File: src/rtl/mdio_pkg.sv
package mdio_pkg;

  typedef enum logic [2:0] {
    ST_PRE,
    ST_SOF,
    ST_OP,
    ST_PHY,
    ST_REG,
    ST_TA,
    ST_DATA
  } mdio_state_t;

  localparam logic [1:0] OP_WR = 2'b01;
  localparam logic [1:0] OP_RD = 2'b10;

  localparam int IDX_CTRL   = 0;
  localparam int IDX_STAT   = 1;
  localparam int IDX_ID_HI  = 2;
  localparam int IDX_ID_LO  = 3;
  localparam int IDX_ADV    = 4;
  localparam int IDX_LPA    = 5;
  localparam int IDX_DIAG   = 18;

  localparam logic [15:0] STAT_WORD = 16'h782C;
  localparam logic [15:0] LPA_ACK   = 16'h4000;
  localparam logic [15:0] ADV_MODES = 16'h01E0;

  function automatic logic [15:0] reset_word(input int idx);
    case (idx)
      IDX_CTRL:  return 16'h3100;
      IDX_ID_HI: return 16'h0300;
      IDX_ID_LO: return 16'hE400;
      IDX_ADV:   return 16'h01E1;
      default:   return 16'h0000;
    endcase
  endfunction

endpackage

File: src/rtl/mdio_edge_sync.sv
module mdio_edge_sync (
  input  logic clk,
  input  logic rst,
  input  logic mdc_i,
  input  logic mdio_i,
  output logic rise_o,
  output logic fall_o,
  output logic bit_o
);
  logic [2:0] mdc_s;
  logic [1:0] dio_s;

  always_ff @(posedge clk) begin
    if (rst) begin
      mdc_s <= '0;
      dio_s <= '0;
    end else begin
      mdc_s <= {mdc_s[1:0], mdc_i};
      dio_s <= {dio_s[0], mdio_i};
    end
  end

  assign rise_o = mdc_s[1] & ~mdc_s[2];
  assign fall_o = ~mdc_s[1] & mdc_s[2];
  assign bit_o  = dio_s[1];
endmodule

File: src/rtl/mdio_frame_fsm.sv
module mdio_frame_fsm
  import mdio_pkg::*;
#(
  parameter int DATA_W  = 16,
  parameter int ADDR_W  = 5,
  parameter int PRE_MIN = 32
) (
  input  logic              clk,
  input  logic              rst,
  input  logic              rise,
  input  logic              fall,
  input  logic              bit_in,
  input  logic [ADDR_W-1:0] phy_addr,
  input  logic [DATA_W-1:0] rd_data,
  output logic [ADDR_W-1:0] rd_addr,
  output logic              wr_en,
  output logic [ADDR_W-1:0] wr_addr,
  output logic [DATA_W-1:0] wr_data,
  output logic              mdio_o,
  output logic              mdio_oe
);
  localparam int PCW = $clog2(PRE_MIN + 1);
  localparam int CW  = $clog2(DATA_W) > $clog2(ADDR_W) ? $clog2(DATA_W) : $clog2(ADDR_W);
  localparam logic [PCW-1:0] PRE_TOP  = PRE_MIN[PCW-1:0];
  localparam logic [CW-1:0]  ADDR_END = CW'(ADDR_W - 1);
  localparam logic [CW-1:0]  DATA_END = CW'(DATA_W - 1);

  mdio_state_t       state;
  logic [PCW-1:0]    pre_cnt;
  logic [CW-1:0]     cnt;
  logic [1:0]        op;
  logic [ADDR_W-1:0] pa;
  logic [ADDR_W-1:0] ra;
  logic [DATA_W-1:0] rx_sh;
  logic [DATA_W-1:0] tx_sh;
  logic              is_rd;
  logic              is_wr;

  assign rd_addr = ra;
  assign wr_addr = ra;
  assign wr_data = {rx_sh[DATA_W-2:0], bit_in};
  assign wr_en   = rise && state == ST_DATA && cnt == DATA_END && is_wr;

  // Receive side: all sampling happens on MDC rising edges.
  always_ff @(posedge clk) begin
    if (rst) begin
      state   <= ST_PRE;
      pre_cnt <= '0;
      cnt     <= '0;
      op      <= '0;
      pa      <= '0;
      ra      <= '0;
      rx_sh   <= '0;
      is_rd   <= 1'b0;
      is_wr   <= 1'b0;
    end else if (rise) begin
      case (state)
        ST_PRE: begin
          if (bit_in) begin
            if (pre_cnt != PRE_TOP) pre_cnt <= pre_cnt + 1'b1;
          end else begin
            if (pre_cnt == PRE_TOP) state <= ST_SOF;
            pre_cnt <= '0;
          end
        end
        ST_SOF: begin
          cnt   <= '0;
          state <= bit_in ? ST_OP : ST_PRE;
        end
        ST_OP: begin
          op <= {op[0], bit_in};
          if (cnt == CW'(1)) begin
            cnt   <= '0;
            state <= ST_PHY;
          end else cnt <= cnt + 1'b1;
        end
        ST_PHY: begin
          pa <= {pa[ADDR_W-2:0], bit_in};
          if (cnt == ADDR_END) begin
            cnt   <= '0;
            state <= ST_REG;
          end else cnt <= cnt + 1'b1;
        end
        ST_REG: begin
          ra <= {ra[ADDR_W-2:0], bit_in};
          if (cnt == ADDR_END) begin
            cnt   <= '0;
            state <= ST_TA;
            is_rd <= (op == OP_RD) && (pa == phy_addr);
            is_wr <= (op == OP_WR) && (pa == phy_addr);
          end else cnt <= cnt + 1'b1;
        end
        ST_TA: begin
          if (cnt == CW'(1)) begin
            cnt   <= '0;
            state <= ST_DATA;
          end else cnt <= cnt + 1'b1;
        end
        ST_DATA: begin
          rx_sh <= wr_data;
          if (cnt == DATA_END) begin
            cnt     <= '0;
            pre_cnt <= '0;
            state   <= ST_PRE;
          end else cnt <= cnt + 1'b1;
        end
        default: state <= ST_PRE;
      endcase
    end
  end

  // Transmit side: the driven value changes only after MDC falling edges.
  always_ff @(posedge clk) begin
    if (rst) begin
      mdio_o  <= 1'b0;
      mdio_oe <= 1'b0;
      tx_sh   <= '0;
    end else if (fall) begin
      if (state == ST_TA && cnt == CW'(1) && is_rd) begin
        mdio_oe <= 1'b1;
        mdio_o  <= 1'b0;
        tx_sh   <= rd_data;
      end else if (state == ST_DATA && is_rd) begin
        mdio_oe <= 1'b1;
        mdio_o  <= tx_sh[DATA_W-1];
        tx_sh   <= {tx_sh[DATA_W-2:0], 1'b0};
      end else begin
        mdio_oe <= 1'b0;
        mdio_o  <= 1'b0;
      end
    end
  end


  short_pre_chk: assert property (@(posedge clk) disable iff (rst)
    (state == ST_PRE && rise && !bit_in && pre_cnt < PRE_TOP) |=> (state == ST_PRE));


  ta_zero_chk: assert property (@(posedge clk) disable iff (rst)
    $rose(mdio_oe) |-> !mdio_o);


  drive_match_chk: assert property (@(posedge clk) disable iff (rst)
    mdio_oe |-> is_rd);


  write_quiet_chk: assert property (@(posedge clk) disable iff (rst)
    (state == ST_DATA && is_wr) |-> !mdio_oe);
endmodule

File: src/rtl/mdio_reg_file.sv
module mdio_reg_file
  import mdio_pkg::*;
#(
  parameter int DATA_W   = 16,
  parameter int NUM_REGS = 32,
  parameter int ADDR_W   = 5
) (
  input  logic                       clk,
  input  logic                       rst,
  input  logic                       wr_en,
  input  logic [ADDR_W-1:0]          wr_addr,
  input  logic [DATA_W-1:0]          wr_data,
  input  logic [ADDR_W-1:0]          rd_addr,
  output logic [DATA_W-1:0]          rd_data,
  output logic [NUM_REGS*DATA_W-1:0] regs_o
);
  logic [DATA_W-1:0] mem [NUM_REGS];
  logic [DATA_W-1:0] adv;
  logic [DATA_W-1:0] lpa_word;
  logic [DATA_W-1:0] diag_word;
  logic              spd_100;
  logic              dup_full;

  always_ff @(posedge clk) begin
    if (rst) begin
      for (int i = 0; i < NUM_REGS; i++) mem[i] <= DATA_W'(reset_word(i));
    end else if (wr_en && int'(wr_addr) < NUM_REGS) begin
      mem[wr_addr] <= wr_data;
    end
  end

  assign adv       = mem[IDX_ADV];
  assign spd_100   = adv[7] | adv[8];
  assign dup_full  = adv[8] | adv[6];
  assign lpa_word  = DATA_W'(LPA_ACK) | (adv & DATA_W'(ADV_MODES));
  assign diag_word = DATA_W'({dup_full, spd_100}) << 10;

  always_comb begin
    if (int'(rd_addr) == IDX_STAT)      rd_data = DATA_W'(STAT_WORD);
    else if (int'(rd_addr) == IDX_LPA)  rd_data = lpa_word;
    else if (int'(rd_addr) == IDX_DIAG) rd_data = diag_word;
    else if (int'(rd_addr) < NUM_REGS)  rd_data = mem[rd_addr];
    else                                rd_data = '0;
  end

  for (genvar g = 0; g < NUM_REGS; g++) begin : g_flat
    assign regs_o[g*DATA_W +: DATA_W] = mem[g];
  end


  reset_val_chk: assert property (@(posedge clk) disable iff (rst)
    $fell(rst) |-> (mem[IDX_CTRL] == 16'h3100 && mem[IDX_ADV] == 16'h01E1));


  write_store_chk: assert property (@(posedge clk) disable iff (rst)
    wr_en |=> (mem[$past(wr_addr)] == $past(wr_data)));
endmodule

File: src/rtl/mdio_phy_slave.sv
module mdio_phy_slave #(
  parameter int DATA_W   = 16,
  parameter int NUM_REGS = 32,
  parameter int ADDR_W   = 5,
  parameter int PRE_MIN  = 32
) (
  input  logic                       clk,
  input  logic                       rst,
  input  logic                       mdc_i,
  input  logic                       mdio_i,
  input  logic [ADDR_W-1:0]          phy_addr,
  output logic                       mdio_o,
  output logic                       mdio_oe,
  output logic [NUM_REGS*DATA_W-1:0] regs_o
);
  logic              rise;
  logic              fall;
  logic              bit_s;
  logic              wr_en;
  logic [ADDR_W-1:0] wr_addr;
  logic [ADDR_W-1:0] rd_addr;
  logic [DATA_W-1:0] wr_data;
  logic [DATA_W-1:0] rd_data;

  mdio_edge_sync u_sync (
    .clk    (clk),
    .rst    (rst),
    .mdc_i  (mdc_i),
    .mdio_i (mdio_i),
    .rise_o (rise),
    .fall_o (fall),
    .bit_o  (bit_s)
  );

  mdio_frame_fsm #(
    .DATA_W  (DATA_W),
    .ADDR_W  (ADDR_W),
    .PRE_MIN (PRE_MIN)
  ) u_fsm (
    .clk      (clk),
    .rst      (rst),
    .rise     (rise),
    .fall     (fall),
    .bit_in   (bit_s),
    .phy_addr (phy_addr),
    .rd_data  (rd_data),
    .rd_addr  (rd_addr),
    .wr_en    (wr_en),
    .wr_addr  (wr_addr),
    .wr_data  (wr_data),
    .mdio_o   (mdio_o),
    .mdio_oe  (mdio_oe)
  );

  mdio_reg_file #(
    .DATA_W   (DATA_W),
    .NUM_REGS (NUM_REGS),
    .ADDR_W   (ADDR_W)
  ) u_regs (
    .clk     (clk),
    .rst     (rst),
    .wr_en   (wr_en),
    .wr_addr (wr_addr),
    .wr_data (wr_data),
    .rd_addr (rd_addr),
    .rd_data (rd_data),
    .regs_o  (regs_o)
  );
endmodule

File: config.mk
export PLATFORM = sky130hd
export DESIGN_NAME = mdio_phy_slave
export DESIGN_NICKNAME = d
export VERILOG_FILES = /design/src/rtl/mdio_pkg.sv /design/src/rtl/mdio_edge_sync.sv /design/src/rtl/mdio_frame_fsm.sv /design/src/rtl/mdio_reg_file.sv /design/src/rtl/mdio_phy_slave.sv
export SDC_FILE = /design/constraint.sdc
export NUM_CORES = 1
export LEC_CHECK = 0
export ABC_CLOCK_PERIOD_IN_PS = 3650
export CAP_MARGIN = 5
export CORE_MARGIN = 2
export CORE_UTILIZATION = 30
export CTS_BUF_LIST = sky130_fd_sc_hd__clkbuf_4 sky130_fd_sc_hd__clkbuf_8 sky130_fd_sc_hd__clkbuf_16
export DETAILED_ROUTE_END_ITERATION = 12
export PLACE_DENSITY_LB_ADDON = 0.1
export SLEW_MARGIN = 5
export SYNTH_ARGS = -nofsm -noshare
export SYNTH_HDL_FRONTEND = slang
export SYNTH_SLANG_ARGS = --single-unit
File: constraint.sdc
create_clock -name clk -period 3.65 [get_ports clk]
set_input_delay 0.365 -clock clk [delete_from_list [all_inputs] [get_ports clk]]
set_output_delay 0.365 -clock clk [all_outputs]
set_load 0.01 [all_outputs]
# Word-level counts from Yosys, hierarchy flattened
# Memory sizes are Yosys's and may differ from the RTL's. A register that Yosys moved wholly into a read port is not among the register bits.
# Index checks and enable logic that the tools add are counted.
dict set report word_totals {
  reg_bits 65
  ram_bits 512
  wordCells 113
  inputBits 9
  mem_count 1
}
dict set report op_classes {
  n_addsub 2
  n_bitwise 6
  eq_ne 25
  muxes 41
  reduce_logical 24
}
# memory words word_bits rd rd_clocked_by_memory_dff wr line
set memory_table {}
lappend memory_table {u_regs.mem 32 16 33 1 32 mdio_reg_file.sv:17} ;# logic [DATA_W-1:0] mem [NUM_REGS];
# op n
set ops {}
lappend ops {{two-way mux 16 bit} 11}
lappend ops {{two-way mux 3 bit} 7}
lappend ops {{case mux 3 bit (7 select lines)} 1}
lappend ops {{two-way mux 6 bit} 3}
lappend ops {{case mux 4 bit (4 select lines)} 1}
lappend ops {{OR reduction 16 bit} 1}
lappend ops {{two-way mux 5 bit} 3}
lappend ops {{two-way mux 4 bit} 3}
lappend ops {{case mux 6 bit (2 select lines)} 1}
lappend ops {{AND reduction 2 bit} 6}
lappend ops {{two-way mux 1 bit} 10}
lappend ops {{!= test 2 x 1 -> 1 bit, second input constant} 5}
lappend ops {{equality test 3 bit, second input constant} 3}
lappend ops {{logical AND 1 bit} 8}
lappend ops {{AND reduction 8 bit} 1}
lappend ops {{adder 6 x 1 -> 6 bit, second input constant} 1}
lappend ops {{equality test 3 x 2 -> 1 bit, second input constant} 2}
lappend ops {{equality test 6 bit, second input constant} 1}
lappend ops {{!= test 6 bit, second input constant} 1}
lappend ops {{equality test 5 x 2 -> 1 bit, second input constant} 1}
lappend ops {{equality test 5 x 4 -> 1 bit, second input constant} 1}
lappend ops {{equality test 5 bit} 1}
lappend ops {{equality test 5 bit, second input constant} 1}
lappend ops {{adder 4 x 1 -> 4 bit, second input constant} 1}
lappend ops {{18 further kinds} 24}

# Depth between registers and ports, before layout
dict set report depth {
  depth_word 10
  depth_mapped 9
  depth_no_buf 7
}

# Cells and area by module
# Synthesis repeated with hierarchy kept, for this count alone.
dict set report hier_totals {
  hier_cells 1946
  area_unflattened_um2 27096.0
}
# module instances cells_each seq_area_each_um2 area_per_inst_um2
set by_module_without_submodules {}
lappend by_module_without_submodules {mdio_reg_file 1 1601 15374.7 24013.0}
lappend by_module_without_submodules {mdio_frame_fsm 1 333 1201.2 2939.1}
lappend by_module_without_submodules {mdio_edge_sync 1 12 100.1 143.9}

# Least setup slack after synthesis
# OpenSTA, ideal clock, no wires.
dict set report synth_timing {
  kind {reg-to-reg}
  from {register u_fsm.cnt[0]}
  to {memory u_regs.mem[14][0] (enable)}
  stages_incl_launch_ff 8
  arrival_time_ns 2.895
  required_ns 3.239
  period_less_slack_ns 3.306
  setup_slack_ns 0.344
  path_cell_list {dfxtp_1 > ha_1 > nand3_1 > nor4_2 > nand3b_1 > clkbuf_1 > clkbuf_1 > o21ai_0}
}
# item line
set synth_rtl {}
lappend synth_rtl {{start, declared} mdio_frame_fsm.sv:30} ;# logic [CW-1:0] cnt;
lappend synth_rtl {{start signal, assigned} mdio_frame_fsm.sv:75} ;# end else cnt <= cnt + 1'b1;
lappend synth_rtl {{start signal, assigned} mdio_frame_fsm.sv:82} ;# end else cnt <= cnt + 1'b1;
lappend synth_rtl {{start signal, assigned} mdio_frame_fsm.sv:91} ;# end else cnt <= cnt + 1'b1;
lappend synth_rtl {{end, declared} mdio_reg_file.sv:17}

# Worst setup path after layout
dict set report layout_timing {
  from {register u_fsm.ra[4] (netlist: u_fsm.rd_addr[4])}
  to {register u_fsm.tx_sh[10]}
}
dict set report layout_via {
  elab_chain_cells 5
  elab_cells_between_ends 7
  cone_classes {eq/ne (3); mux (4)}
}
# item line
set layout_rtl {}
lappend layout_rtl {{start, declared} mdio_frame_fsm.sv:33} ;# logic [ADDR_W-1:0] ra;
lappend layout_rtl {{start signal, assigned} mdio_frame_fsm.sv:85} ;# ra <= {ra[ADDR_W-2:0], bit_in};
lappend layout_rtl {{equality test 5 bit} mdio_reg_file.sv:41} ;# else if (int'(rd_addr) == IDX_DIAG) rd_data = diag_word;
lappend layout_rtl {{two-way mux 16 bit} mdio_reg_file.sv:41}
lappend layout_rtl {{two-way mux 16 bit} mdio_reg_file.sv:40} ;# else if (int'(rd_addr) == IDX_LPA) rd_data = lpa_word;
lappend layout_rtl {{two-way mux 16 bit (*)} mdio_reg_file.sv:39} ;# if (int'(rd_addr) == IDX_STAT) rd_data = DATA_W'(STAT_WORD);
lappend layout_rtl {{two-way mux 16 bit (*)} mdio_frame_fsm.sv:119} ;# if (state == ST_TA && cnt == CW'(1) && is_rd) begin
lappend layout_rtl {{end signal, assigned} mdio_frame_fsm.sv:122} ;# tx_sh <= rd_data;
lappend layout_rtl {{end signal, assigned} mdio_frame_fsm.sv:126} ;# tx_sh <= {tx_sh[DATA_W-2:0], 1'b0};
lappend layout_rtl {{end, declared} mdio_frame_fsm.sv:35} ;# logic [DATA_W-1:0] tx_sh;
# Every way passes the cells marked *; elsewhere a longest branch is shown, timed or not.
# A chain may end at the register's enable or synchronous reset.

==> impl_metrics.json <==
{
  "htree_levels": 3,
  "ys_types": 74,
  "rsz0062_at_grt": "false",
  "synth_common_cells": "edfxtp_1 (512), and2_1 (468), clkbuf_1 (132)",
  "yosysSeqAreaShare_pct": 62.53,
  "fp.dieH_um": 303.0,
  "drv_slew": 0,
  "setup_viol": 0,
  "wl_per_cell_um": 32.45,
  "syn_to_final_growth_pct": 36.04,
  "powerDensity_nw_per_um2": 450.1,
  "min_period_over_period_pct": 87.96,
  "outcome": "finished, final reports clean",
  "syn-num-nets": 1972,
  "ys_warn_count": 0,
  "worst_path_max_delay_cell": "o311ai_0",
  "finalSetupTns_ns": 0,
  "clk_latency_ns": 0.62,
  "cts_root_buffer": "clkbuf_16",
  "post_cts_buffers": 0,
  "pin_count": 523,
  "nets": 2539,
  "synth_ff_type": "edfxtp_1",
  "synthArstFlopShare_pct": 0,
  "grt.busiest_layer": "met2",
  "fmax_mhz": 311.5,
  "yosysTopAreaCell": "edfxtp_1",
  "critPathMaxStageDelay_ns": 0.82,
  "vias_per_cell": 5.307,
  "rows": 109,
  "antenna_found_initial": 4,
  "crit_required_ns": 4.09,
  "hold_buffers": 0,
  "gp_congestion": 0.9368,
  "clock_sinks": 582,
  "hp-class": "in2reg",
  "slew_headroom_pct": 13.77,
  "arrival_ns": 3.65,
  "synth_seq_cells": 582,
  "start_util_pct": 30.31,
  "post_cts_resized": 0,
  "critical_path_class": "reg2reg",
  "endpoint_kind": "flip-flop",
  "cp_max_fo": 14,
  "grt_usage_pct": 25.95,
  "cts_tree": "done",
  "dieArea_um2": 91840,
  "hold_violations": 0,
  "grt_max_degree": 39,
  "fin_util_pct": 41.23,
  "use_met1_pct": 33.95,
  "clkSlewWorstSetupHoldPaths_ns": 0.06,
  "fin_crit_ns": 3.211,
  "overflow": 0,
  "grt_pass1_wl_um": 164300,
  "syn_area_um2": 26830,
  "synth_edf_count": 512,
  "gr-usage-met3_pct": 5.170,
  "core_area_um2": 88510,
  "clock_path_buffers": 3,
  "crit_chain": "or3b_1 -> or3b_2 -> o311ai_0 -> or2_2 -> o221ai_1",
  "ir_worst_vdd_uv": 309.2,
  "antennaDiodeCount": 0,
  "synthMostInstantiatedCell": "edfxtp_1",
  "drc": 0,
  "grt_pass1_vias": 19800,
  "first_pass_iters": 6,
  "maxCapViolations": 0,
  "io_buffers": 522,
  "synthTopCellsByArea": "edfxtp_1 (57%), and2_1 (11%), mux4_2 (9.7%)",
  "chipWidth_um": 303.0,
  "finalWirelength_um": 121500,
  "avgSynthCellArea_um2": 13.70,
  "worst_clock_skew_ns": 0.02357,
  "drt_iter0_markers": 2267,
  "grtUsageMet2_pct": 43.47,
  "ant_nets": 0,
  "start_kind": "flip-flop",
  "cts_buffers": 71,
  "syn_inst": 1958,
  "drive_gt1_share_pct": 17.64,
  "p_leak_nw": 12.41,
  "dp_hpwl_um": 89320,
  "fillers": 8190,
  "netlist.area_leader.share_pct": 57.31,
  "vias": 19870,
  "worstMarginPinSlew_ns": 1.289
}
==> area by class of cell <==
class	count	area [um^2]	area share, %
sequential	582	16800	46.02
multi-input combinational	1188	9376	25.69
timing repair buffer	671	6439	17.64
clock buffer	87	1932	5.293
tap	1165	1458	3.994
clock inverter	40	454.2	1.244
inverter	11	41.29	0.1131
==> cell families after synthesis <==
logic type | count (synthesis) | synth area share [%]
simple gates | 809 | 17.34
flops | 582 | 62.53
compound gates | 196 | 4.930
buf+inv | 188 | 2.924
mux | 170 | 11.78
xor+xnor | 8 | 0.2611
fa+ha+maj | 5 | 0.2332
==> placed cells by master, fill, tap and decap left out, types with 7 or more instances in the layout <==
master           count
clkinv_1            12
edfxtp_1           512
nand2b_1            11
and2_1             468
dfxtp_2              8
nor3_1              40
mux2i_1             39
clkdlybuf4s50_1    521
nand2_1            100
clkbuf_16           73
buf_12               8
dfxtp_1             59
o22ai_1             14
nor2_1              70
nor2b_1             20
mux2_2              16
mux4_2             115
clkinv_2            12
inv_1                9
a2111oi_0           10
a21oi_1             45
clkbuf_4            14
or3_1               18
o21ai_0             13
o221ai_1             8
nor4_1               8
nand3_1             30
buf_4              141
a211oi_1            10
nand3b_1             7
a311oi_1             9
o211ai_1             8
o21ai_2             29
bufinv_16            8
==> state kept, by name, summed over array words and instances, names as in the netlist, named ones only <==
name           count
u_regs.mem       512
u_fsm.is_wr        1
u_fsm.rd_addr      5
u_sync.mdc_s       3
u_fsm.rx_sh       15
u_fsm.pre_cnt      6
u_fsm.op           2
u_fsm.cnt          4
u_fsm.mdio_oe      1
u_fsm.mdio_o       1
u_fsm.state        3
u_fsm.tx_sh       16
u_fsm.is_rd        1
u_fsm.pa           5
u_sync.dio_s       2
==> per-stage QoR <==
step | hold slack, ns | power (mW) | worst slack [ns] | std cells | area, um^2
finish | 0.2830 | 16.43 | 0.4393 | 3744 | 36500
detailed placement | 0.4336 | 9.250 | 0.6919 | 3617 | 34110
global placement | 0.4291 | 9.255 | 0.6965 | 3617 | 34110
CTS | 0.2501 | 16.55 | 0.6623 | 3744 | 36500
floorplan | 0.4138 | 8.201 | 0.3439 | 1958 | 26830
global route | 0.2887 | 16.82 | 0.4389 | 3744 | 36500
==> routing by layer <==
layer	routed length [um]	share of wire, %
met5	105	0.086
met4	3365	2.8
met3	9001	7.4
met2	60120	49
met1	48910	40
==> power by group <==
part           leakage, nW  switching [mW]  internal (mW)  total (mW)
sequential            5.44           0.330           7.53        7.86
combinational         5.78           0.600          0.652        1.25
clock                 1.19            2.96           4.36        7.32
total                 12.4            3.88           12.5        16.4
==> critical path, delay by kind of cell, from the launching register on <==
| family | cells | cell delay (ns) |
|---|---|---|
| and+or+nand+nor | 3 | 1.57 |
| AOI/OAI and AO/OA | 2 | 0.92 |
| DFF | 1 | 0.54 |
==> final timing paths <==
kind                                       start         endpoint  slack (ns)  depth (start not counted)
worst max-delay path            u_fsm.rd_addr[4]  u_fsm.tx_sh[10]        0.44                          5
worst min-delay path                         rst  u_sync.dio_s[0]        0.28                          3
worst max register to register  u_fsm.rd_addr[4]  u_fsm.tx_sh[10]        0.44                          5
worst min register to register   u_sync.dio_s[0]  u_sync.dio_s[1]        0.45                          1
Power figures use the tool's default switching activity.
